===== src/rtl/xfer_regs_pkg.sv =====
package xfer_regs_pkg;
  localparam int OFS_W = 4;
  localparam logic [OFS_W-1:0] OFS_STATUS  = 4'h8;
  localparam logic [OFS_W-1:0] OFS_MASK1   = 4'hA;
  localparam logic [OFS_W-1:0] OFS_MODE    = 4'hB;
  localparam logic [OFS_W-1:0] OFS_PTRCLR  = 4'hC;
  localparam logic [OFS_W-1:0] OFS_MCLR    = 4'hD;
  localparam logic [OFS_W-1:0] OFS_MASKCLR = 4'hE;
  localparam logic [OFS_W-1:0] OFS_MASKALL = 4'hF;

  // channel ports occupy the lower half of the offset space
  function automatic logic is_chan_port(input logic [OFS_W-1:0] a);
    return ~a[OFS_W-1];
  endfunction
endpackage


===== src/rtl/xfer_byteptr.sv =====
module xfer_byteptr (
  input  logic clk,
  input  logic rst,
  input  logic step,
  input  logic clr,
  output logic ptr_o
);
  always_ff @(posedge clk) begin
    if (rst)       ptr_o <= 1'b0;
    else if (clr)  ptr_o <= 1'b0;
    else if (step) ptr_o <= ~ptr_o;
  end
endmodule


===== src/rtl/xfer_chan_regs.sv =====
module xfer_chan_regs #(
  parameter int BW  = 8,
  parameter int IDX = 0,
  parameter int CHW = 2,
  parameter int AW  = 4
) (
  input  logic            clk,
  input  logic            rst,
  input  logic [AW-1:0]   addr,
  input  logic [BW-1:0]   wdata,
  input  logic            wr,
  input  logic            ptr,
  input  logic            page_wr,
  output logic [2*BW-1:0] base_addr_o,
  output logic [2*BW-1:0] cur_addr_o,
  output logic [2*BW-1:0] base_cnt_o,
  output logic [2*BW-1:0] cur_cnt_o,
  output logic [BW-1:0]   mode_o,
  output logic [BW-1:0]   page_o
);
  import xfer_regs_pkg::*;
  localparam logic [AW-1:0]  A_OFS  = AW'(2*IDX);
  localparam logic [AW-1:0]  C_OFS  = AW'(2*IDX+1);
  localparam logic [CHW-1:0] MY_SEL = CHW'(IDX);

  logic wr_a, wr_c, wr_m, wr_p;
  always_comb begin
    wr_a = wr && (addr == A_OFS);
    wr_c = wr && (addr == C_OFS);
    wr_m = wr && (addr == OFS_MODE) && (wdata[CHW-1:0] == MY_SEL);
    wr_p = page_wr && (addr[CHW-1:0] == MY_SEL);
  end

  always_ff @(posedge clk) begin
    if (rst) begin
      base_addr_o <= '0;
      cur_addr_o  <= '0;
    end else if (wr_a) begin
      if (ptr) begin
        base_addr_o[2*BW-1:BW] <= wdata;
        cur_addr_o             <= {wdata, base_addr_o[BW-1:0]};
      end else begin
        base_addr_o[BW-1:0] <= wdata;
      end
    end
  end

  always_ff @(posedge clk) begin
    if (rst) begin
      base_cnt_o <= '0;
      cur_cnt_o  <= '0;
    end else if (wr_c) begin
      if (ptr) begin
        base_cnt_o[2*BW-1:BW] <= wdata;
        cur_cnt_o             <= {wdata, base_cnt_o[BW-1:0]};
      end else begin
        base_cnt_o[BW-1:0] <= wdata;
      end
    end
  end

  always_ff @(posedge clk) begin
    if (rst)       mode_o <= '0;
    else if (wr_m) mode_o <= wdata;
  end

  always_ff @(posedge clk) begin
    if (rst)       page_o <= '0;
    else if (wr_p) page_o <= wdata;
  end
endmodule


===== src/rtl/xfer_mask_stat.sv =====
module xfer_mask_stat #(
  parameter int NCH = 4,
  parameter int CHW = 2,
  parameter int AW  = 4
) (
  input  logic           clk,
  input  logic           rst,
  input  logic           wr,
  input  logic [AW-1:0]  addr,
  input  logic [NCH-1:0] wd,
  input  logic           stat_rd,
  input  logic [NCH-1:0] tc_hit,
  output logic [NCH-1:0] mask_o,
  output logic [NCH-1:0] tc_o
);
  import xfer_regs_pkg::*;
  logic [NCH-1:0] mask_d;

  always_comb begin
    mask_d = mask_o;
    if (wr) begin
      unique case (addr)
        OFS_MASK1:   mask_d[wd[CHW-1:0]] = wd[CHW];
        OFS_MASKALL: mask_d = wd;
        OFS_MASKCLR: mask_d = '0;
        OFS_MCLR:    mask_d = '1;
        default:     mask_d = mask_o;
      endcase
    end
  end

  always_ff @(posedge clk) begin
    if (rst) mask_o <= '1;
    else     mask_o <= mask_d;
  end

  // a pulse arriving with the clearing read is kept
  always_ff @(posedge clk) begin
    if (rst) tc_o <= '0;
    else     tc_o <= (stat_rd ? '0 : tc_o) | tc_hit;
  end
endmodule


===== src/rtl/xfer_ctl_regs.sv =====
module xfer_ctl_regs #(
  parameter int NCH = 4,
  parameter int BW  = 8
) (
  input  logic               clk,
  input  logic               rst,
  input  logic [3:0]         bus_addr,
  input  logic [BW-1:0]      bus_wdata,
  input  logic               bus_wr,
  input  logic               bus_rd,
  input  logic               page_wr,
  input  logic [NCH-1:0]     tc_hit,
  output logic [BW-1:0]      bus_rdata,
  output logic [NCH*2*BW-1:0] base_addr_o,
  output logic [NCH*2*BW-1:0] cur_addr_o,
  output logic [NCH*2*BW-1:0] base_cnt_o,
  output logic [NCH*2*BW-1:0] cur_cnt_o,
  output logic [NCH*BW-1:0]  mode_o,
  output logic [NCH*BW-1:0]  page_o,
  output logic [NCH-1:0]     chan_mask_o
);
  import xfer_regs_pkg::*;
  localparam int RW  = 2 * BW;
  localparam int CHW = $clog2(NCH);
  localparam int AW  = OFS_W;

  logic           ptr_q;
  logic           rd_ok;
  logic           stat_rd;
  logic           ptr_step;
  logic           ptr_clr;
  logic [NCH-1:0] stat_tc;

  always_comb begin
    rd_ok    = bus_rd && !bus_wr;
    stat_rd  = rd_ok && (bus_addr == OFS_STATUS);
    ptr_step = (bus_wr || bus_rd) && is_chan_port(bus_addr);
    ptr_clr  = bus_wr && ((bus_addr == OFS_PTRCLR) || (bus_addr == OFS_MCLR));
  end

  xfer_byteptr u_ptr (
    .clk(clk), .rst(rst), .step(ptr_step), .clr(ptr_clr), .ptr_o(ptr_q)
  );

  for (genvar c = 0; c < NCH; c++) begin : g_chan
    xfer_chan_regs #(.BW(BW), .IDX(c), .CHW(CHW), .AW(AW)) u_ch (
      .clk        (clk),
      .rst        (rst),
      .addr       (bus_addr),
      .wdata      (bus_wdata),
      .wr         (bus_wr),
      .ptr        (ptr_q),
      .page_wr    (page_wr),
      .base_addr_o(base_addr_o[c*RW +: RW]),
      .cur_addr_o (cur_addr_o[c*RW +: RW]),
      .base_cnt_o (base_cnt_o[c*RW +: RW]),
      .cur_cnt_o  (cur_cnt_o[c*RW +: RW]),
      .mode_o     (mode_o[c*BW +: BW]),
      .page_o     (page_o[c*BW +: BW])
    );
  end

  xfer_mask_stat #(.NCH(NCH), .CHW(CHW), .AW(AW)) u_ms (
    .clk    (clk),
    .rst    (rst),
    .wr     (bus_wr),
    .addr   (bus_addr),
    .wd     (bus_wdata[NCH-1:0]),
    .stat_rd(stat_rd),
    .tc_hit (tc_hit),
    .mask_o (chan_mask_o),
    .tc_o   (stat_tc)
  );

  // read path: pick the current register word, then the byte
  logic [CHW-1:0] rsel;
  logic [RW-1:0]  rword;
  logic [BW-1:0]  rbyte;

  always_comb begin
    rsel  = bus_addr[CHW:1];
    rword = bus_addr[0] ? cur_cnt_o[rsel*RW +: RW] : cur_addr_o[rsel*RW +: RW];
    if (is_chan_port(bus_addr))
      rbyte = ptr_q ? rword[RW-1:BW] : rword[BW-1:0];
    else if (bus_addr == OFS_STATUS)
      rbyte = BW'(stat_tc);
    else
      rbyte = '0;
  end

  always_ff @(posedge clk) begin
    if (rst)        bus_rdata <= '0;
    else if (rd_ok) bus_rdata <= rbyte;
  end
endmodule


===== config.mk =====
export PLATFORM = sky130hd
export DESIGN_NAME = xfer_ctl_regs
export DESIGN_NICKNAME = d
export VERILOG_FILES = /design/src/rtl/xfer_regs_pkg.sv /design/src/rtl/xfer_byteptr.sv /design/src/rtl/xfer_chan_regs.sv /design/src/rtl/xfer_mask_stat.sv /design/src/rtl/xfer_ctl_regs.sv
export SDC_FILE = /design/constraint.sdc
export NUM_CORES = 1
export LEC_CHECK = 0
export BUFFER_PORTS_ARGS = -buffer_cell sky130_fd_sc_hd__buf_2
export CORE_MARGIN = 2
export CORE_UTILIZATION = 54
export CTS_CLUSTER_SIZE = 30
export DETAILED_ROUTE_END_ITERATION = 10
export GPL_TIMING_DRIVEN = 1
export PLACE_DENSITY = 0.86
export SLEW_MARGIN = 20
export SYNTH_ARGS = -nofsm -noshare
export SYNTH_HDL_FRONTEND = slang
export SYNTH_SLANG_ARGS = --single-unit

===== constraint.sdc =====
create_clock -name clk -period 4.9 [get_ports clk]
set_input_delay 1.47 -clock clk [delete_from_list [all_inputs] [get_ports clk]]
set_output_delay 1.47 -clock clk [all_outputs]
set_load 0.01 [all_outputs]

==> results.yml <==
status:
  status: "completed"
floorplanning:
  fp.dieH_um: 149
  row_count: 53
  floorplan.initialDensity_pct: 54.6
  dieArea_um2: 22300
  die_w_um: 149
  core_area_um2: 20900
  num_io_pins: 353
critical_path:
  cp.arrival_ns: 3.65
  crit_fanout: 28
  crit_type: "input port to flop"
  cp.required_ns: 5.28
  r2r-end: "g_chan[3].u_ch.cur_cnt_o[11]"
  critPathLaunchType: "input port"
  ff2ff_path_depth: 4
  end_kind: "flop"
  r2r_start: "u_ptr.ptr_o"
  rrSetupSlack_ns: 2.73
cts:
  cts.path.max_buffers: 3
  ctsHoldBuffers: 0
  cts_buffers: 28
  clk_pin_slew_ns: 0.06
  root_buffer: "clkbuf_16"
  cts_max_level: 1
  post_cts_buffers: 0
  post_cts_resize_count: 0
  clk_latency_ns: 0.55
  cts_tree: "done"
  cts.sinks: 273
hold_path:
  hold_depth: 2
  whs_endpoint: "g_chan[1].u_ch.page_o[3]"
  hold_path_startpoint: "g_chan[1].u_ch.page_o[3]"
  holdCritPathClass: "flop to flop"
final_layout:
  layout_common_cells: "nand2_1 (360), buf_2 (351), dfxtp_1 (273)"
  drive_above_1_share_pct: 29.6
  nets: 1565
  fill_cells: 1743
  num_antenna_cells: 0
  area_growth_pct: 19.6
  final_util_pct: 65.4
  final_common_cell: "nand2_1"
  stdcell_count: 1840
sta:
  hold_viol: 0
  post-route-period-util_pct: 66.8
  setup_viol: 0
  max_freq_ghz: 0.306
  setup_tns_ns: 0
  tightest_slew_ns: 1.07
  finalWorstPathRequiredPeriod_ns: 3.27
  drv_slew: 0
  rsz0062_at_grt: "no"
  max-slew-margin-rel_pct: 28.9
  setup_slack_ns: 1.63
  fin_skew_ns: 0.0241
placed_design:
  place_hpwl_mm: 27.5
  dp_slack_ns: 1.12
  dp.cells: 1789
  routabilityCongestion: 0.916
  port_buffers: 352
detailed_routing:
  drc: 0
  viasPerCell: 5.86
  drt-initial-drc-count: 1081
  routed_wl_mm: 40.5
  vias: 10800
  ant_nets: 0
  wl_per_cell_um: 22.0
  first_pass_iters: 5
logic_synthesis:
  synth_top_area_share_pct: 47.9
  synth-compound-area-share_pct: 11.2
  synth_edf_count: 0
  synth_area_leaders: "dfxtp_1 (48%), nand2_1 (12%), a21oi_1 (9.2%), mux4_2 (6.3%), mux2i_1 (5.6%)"
  synthAdderAreaFrac_pct: 0
  synth_seq_area_share_pct: 47.9
  syn_inst: 1313
  syn-cell-area_um2: 11400
  async_flop_share_pct: 0
  synth_seq_cells: 273
  syn_avg_cell_area_um2: 8.69
  synth-simple-area-share_pct: 20.7
  synth_xor_xnor_area_share_pct: 0
  synth.area.mux_share_pct: 11.9
  synth_nets: 1334
  synth_top_family_by_area: "simple AND/OR/NAND/NOR gates"
  yosysTopAreaCell: "dfxtp_1"
  synthFlopType: "dfxtp_1"
  yosysWarnings: 0
  synthDistinctLibCells: 47
power_and_ir_drop:
  peakVddDrop_mv: 0.260
  p_leak_nw: 5.83
  pwr_density_cell_nw_per_um2: 345
global_route:
  grt_max_degree: 154
  antenna_found_initial: 0
  grt_usage_pct: 35.2
  grt_pass1_vias: 9846
  grt_pass1_wl_mm: 59.4
  gr-total-overflow: 0
flow_run:
  maxCapViolCount: 0
-- critical path, stage by stage --
cell and delay [ns]:
buf_2 0.64, and4bb_2 0.34, buf_4 0.30, and3_1 0.56, mux2i_1 0.26, nor2_1 0.05
-- cells by family after synthesis --
| group | count (synthesis) |
|---|---|
| buf+inv | 166 |
| simple gates | 539 |
| compound gates | 239 |
| flops | 273 |
| mux | 96 |
-- sequential cells by signal, indices dropped and copies added, names as in the netlist, named ones only --
| signal | flops |
|---|---|
| g_chan.u_ch.cur_addr_o | 64 |
| u_ptr.ptr_o | 1 |
| g_chan.u_ch.base_addr_o | 32 |
| u_ms.tc_o | 4 |
| g_chan.u_ch.cur_cnt_o | 64 |
| g_chan.u_ch.base_cnt_o | 32 |
| bus_rdata | 8 |
| g_chan.u_ch.page_o | 32 |
| g_chan.u_ch.mode_o | 32 |
-- cell type report --
cell class                 count  area, um^2  area share (%)
clock inverter                10         128           0.935
tap                          275         344            2.52
multi-input combinational    874        5020            36.7
timing repair buffer         366        1880            13.7
inverter                       1        3.75          0.0275
sequential                   273        5470            40.0
clock buffer                  41         821            6.01
-- cell usage after synthesis (2+ instances only) --
| library cell | count |
|---|---|
| a21oi_1 | 209 |
| a221oi_1 | 2 |
| a2bb2oi_1 | 4 |
| a32oi_1 | 4 |
| and3_1 | 4 |
| and4bb_2 | 3 |
| buf_1 | 5 |
| buf_2 | 25 |
| buf_4 | 73 |
| buf_6 | 2 |
| clkbuf_1 | 59 |
| dfxtp_1 | 273 |
| mux2i_1 | 64 |
| mux4_2 | 32 |
| nand2_1 | 360 |
| nand2b_1 | 7 |
| nand3_1 | 67 |
| nor2_1 | 66 |
| nor2_2 | 3 |
| nor2b_1 | 7 |
| nor3_4 | 5 |
| nor3b_1 | 4 |
| o21ai_0 | 7 |
| o21bai_1 | 2 |
| o22a_1 | 4 |
-- through the flow --
| step | hold slack, ns | area, um^2 | power [mW] |
|---|---|---|---|
| 2_1_floorplan | 0.451 | 11400 | 2.48 |
| 3_3_place_gp | 0.440 | 12700 | 2.56 |
| 3_5_place_dp | 0.443 | 12700 | 2.56 |
| 4_1_cts | 0.451 | 13700 | 4.73 |
| 5_1_grt | 0.474 | 13700 | 4.84 |
| 6_report | 0.451 | 13700 | 4.72 |
-- routing by layer --
metal,vias up,part of all wire [%],track usage (%)
met4,0,4.6,16.3
met3,122,11,7.65
li1,4833,-,-
met2,680,47,56.7
met1,5147,37,45.2
met5,-,0,0
-- where the power goes --
part           total, mW  internal (mW)  switching [mW]
Sequential          2.26           2.24          0.0167
Clock               2.20           1.31           0.882
Combinational      0.261         0.0704           0.191
-- worst max path at each step --
stage / slack, ns / endpoint / from / cells past startpoint
2_1_floorplan: 2.14 / bus_rdata[4] / bus_addr[1] / 7
3_3_place_gp: 1.20 / bus_rdata[1] / bus_addr[0] / 6
3_5_place_dp: 1.12 / g_chan[3].u_ch.base_cnt_o[7] / bus_addr[2] / 6
4_1_cts: 1.67 / bus_rdata[1] / bus_addr[0] / 6
5_1_grt: 1.51 / g_chan[2].u_ch.cur_cnt_o[6] / bus_addr[0] / 5
6_report: 1.63 / g_chan[3].u_ch.base_cnt_o[6] / bus_addr[2] / 6
(Power assumes the default switching activity.)
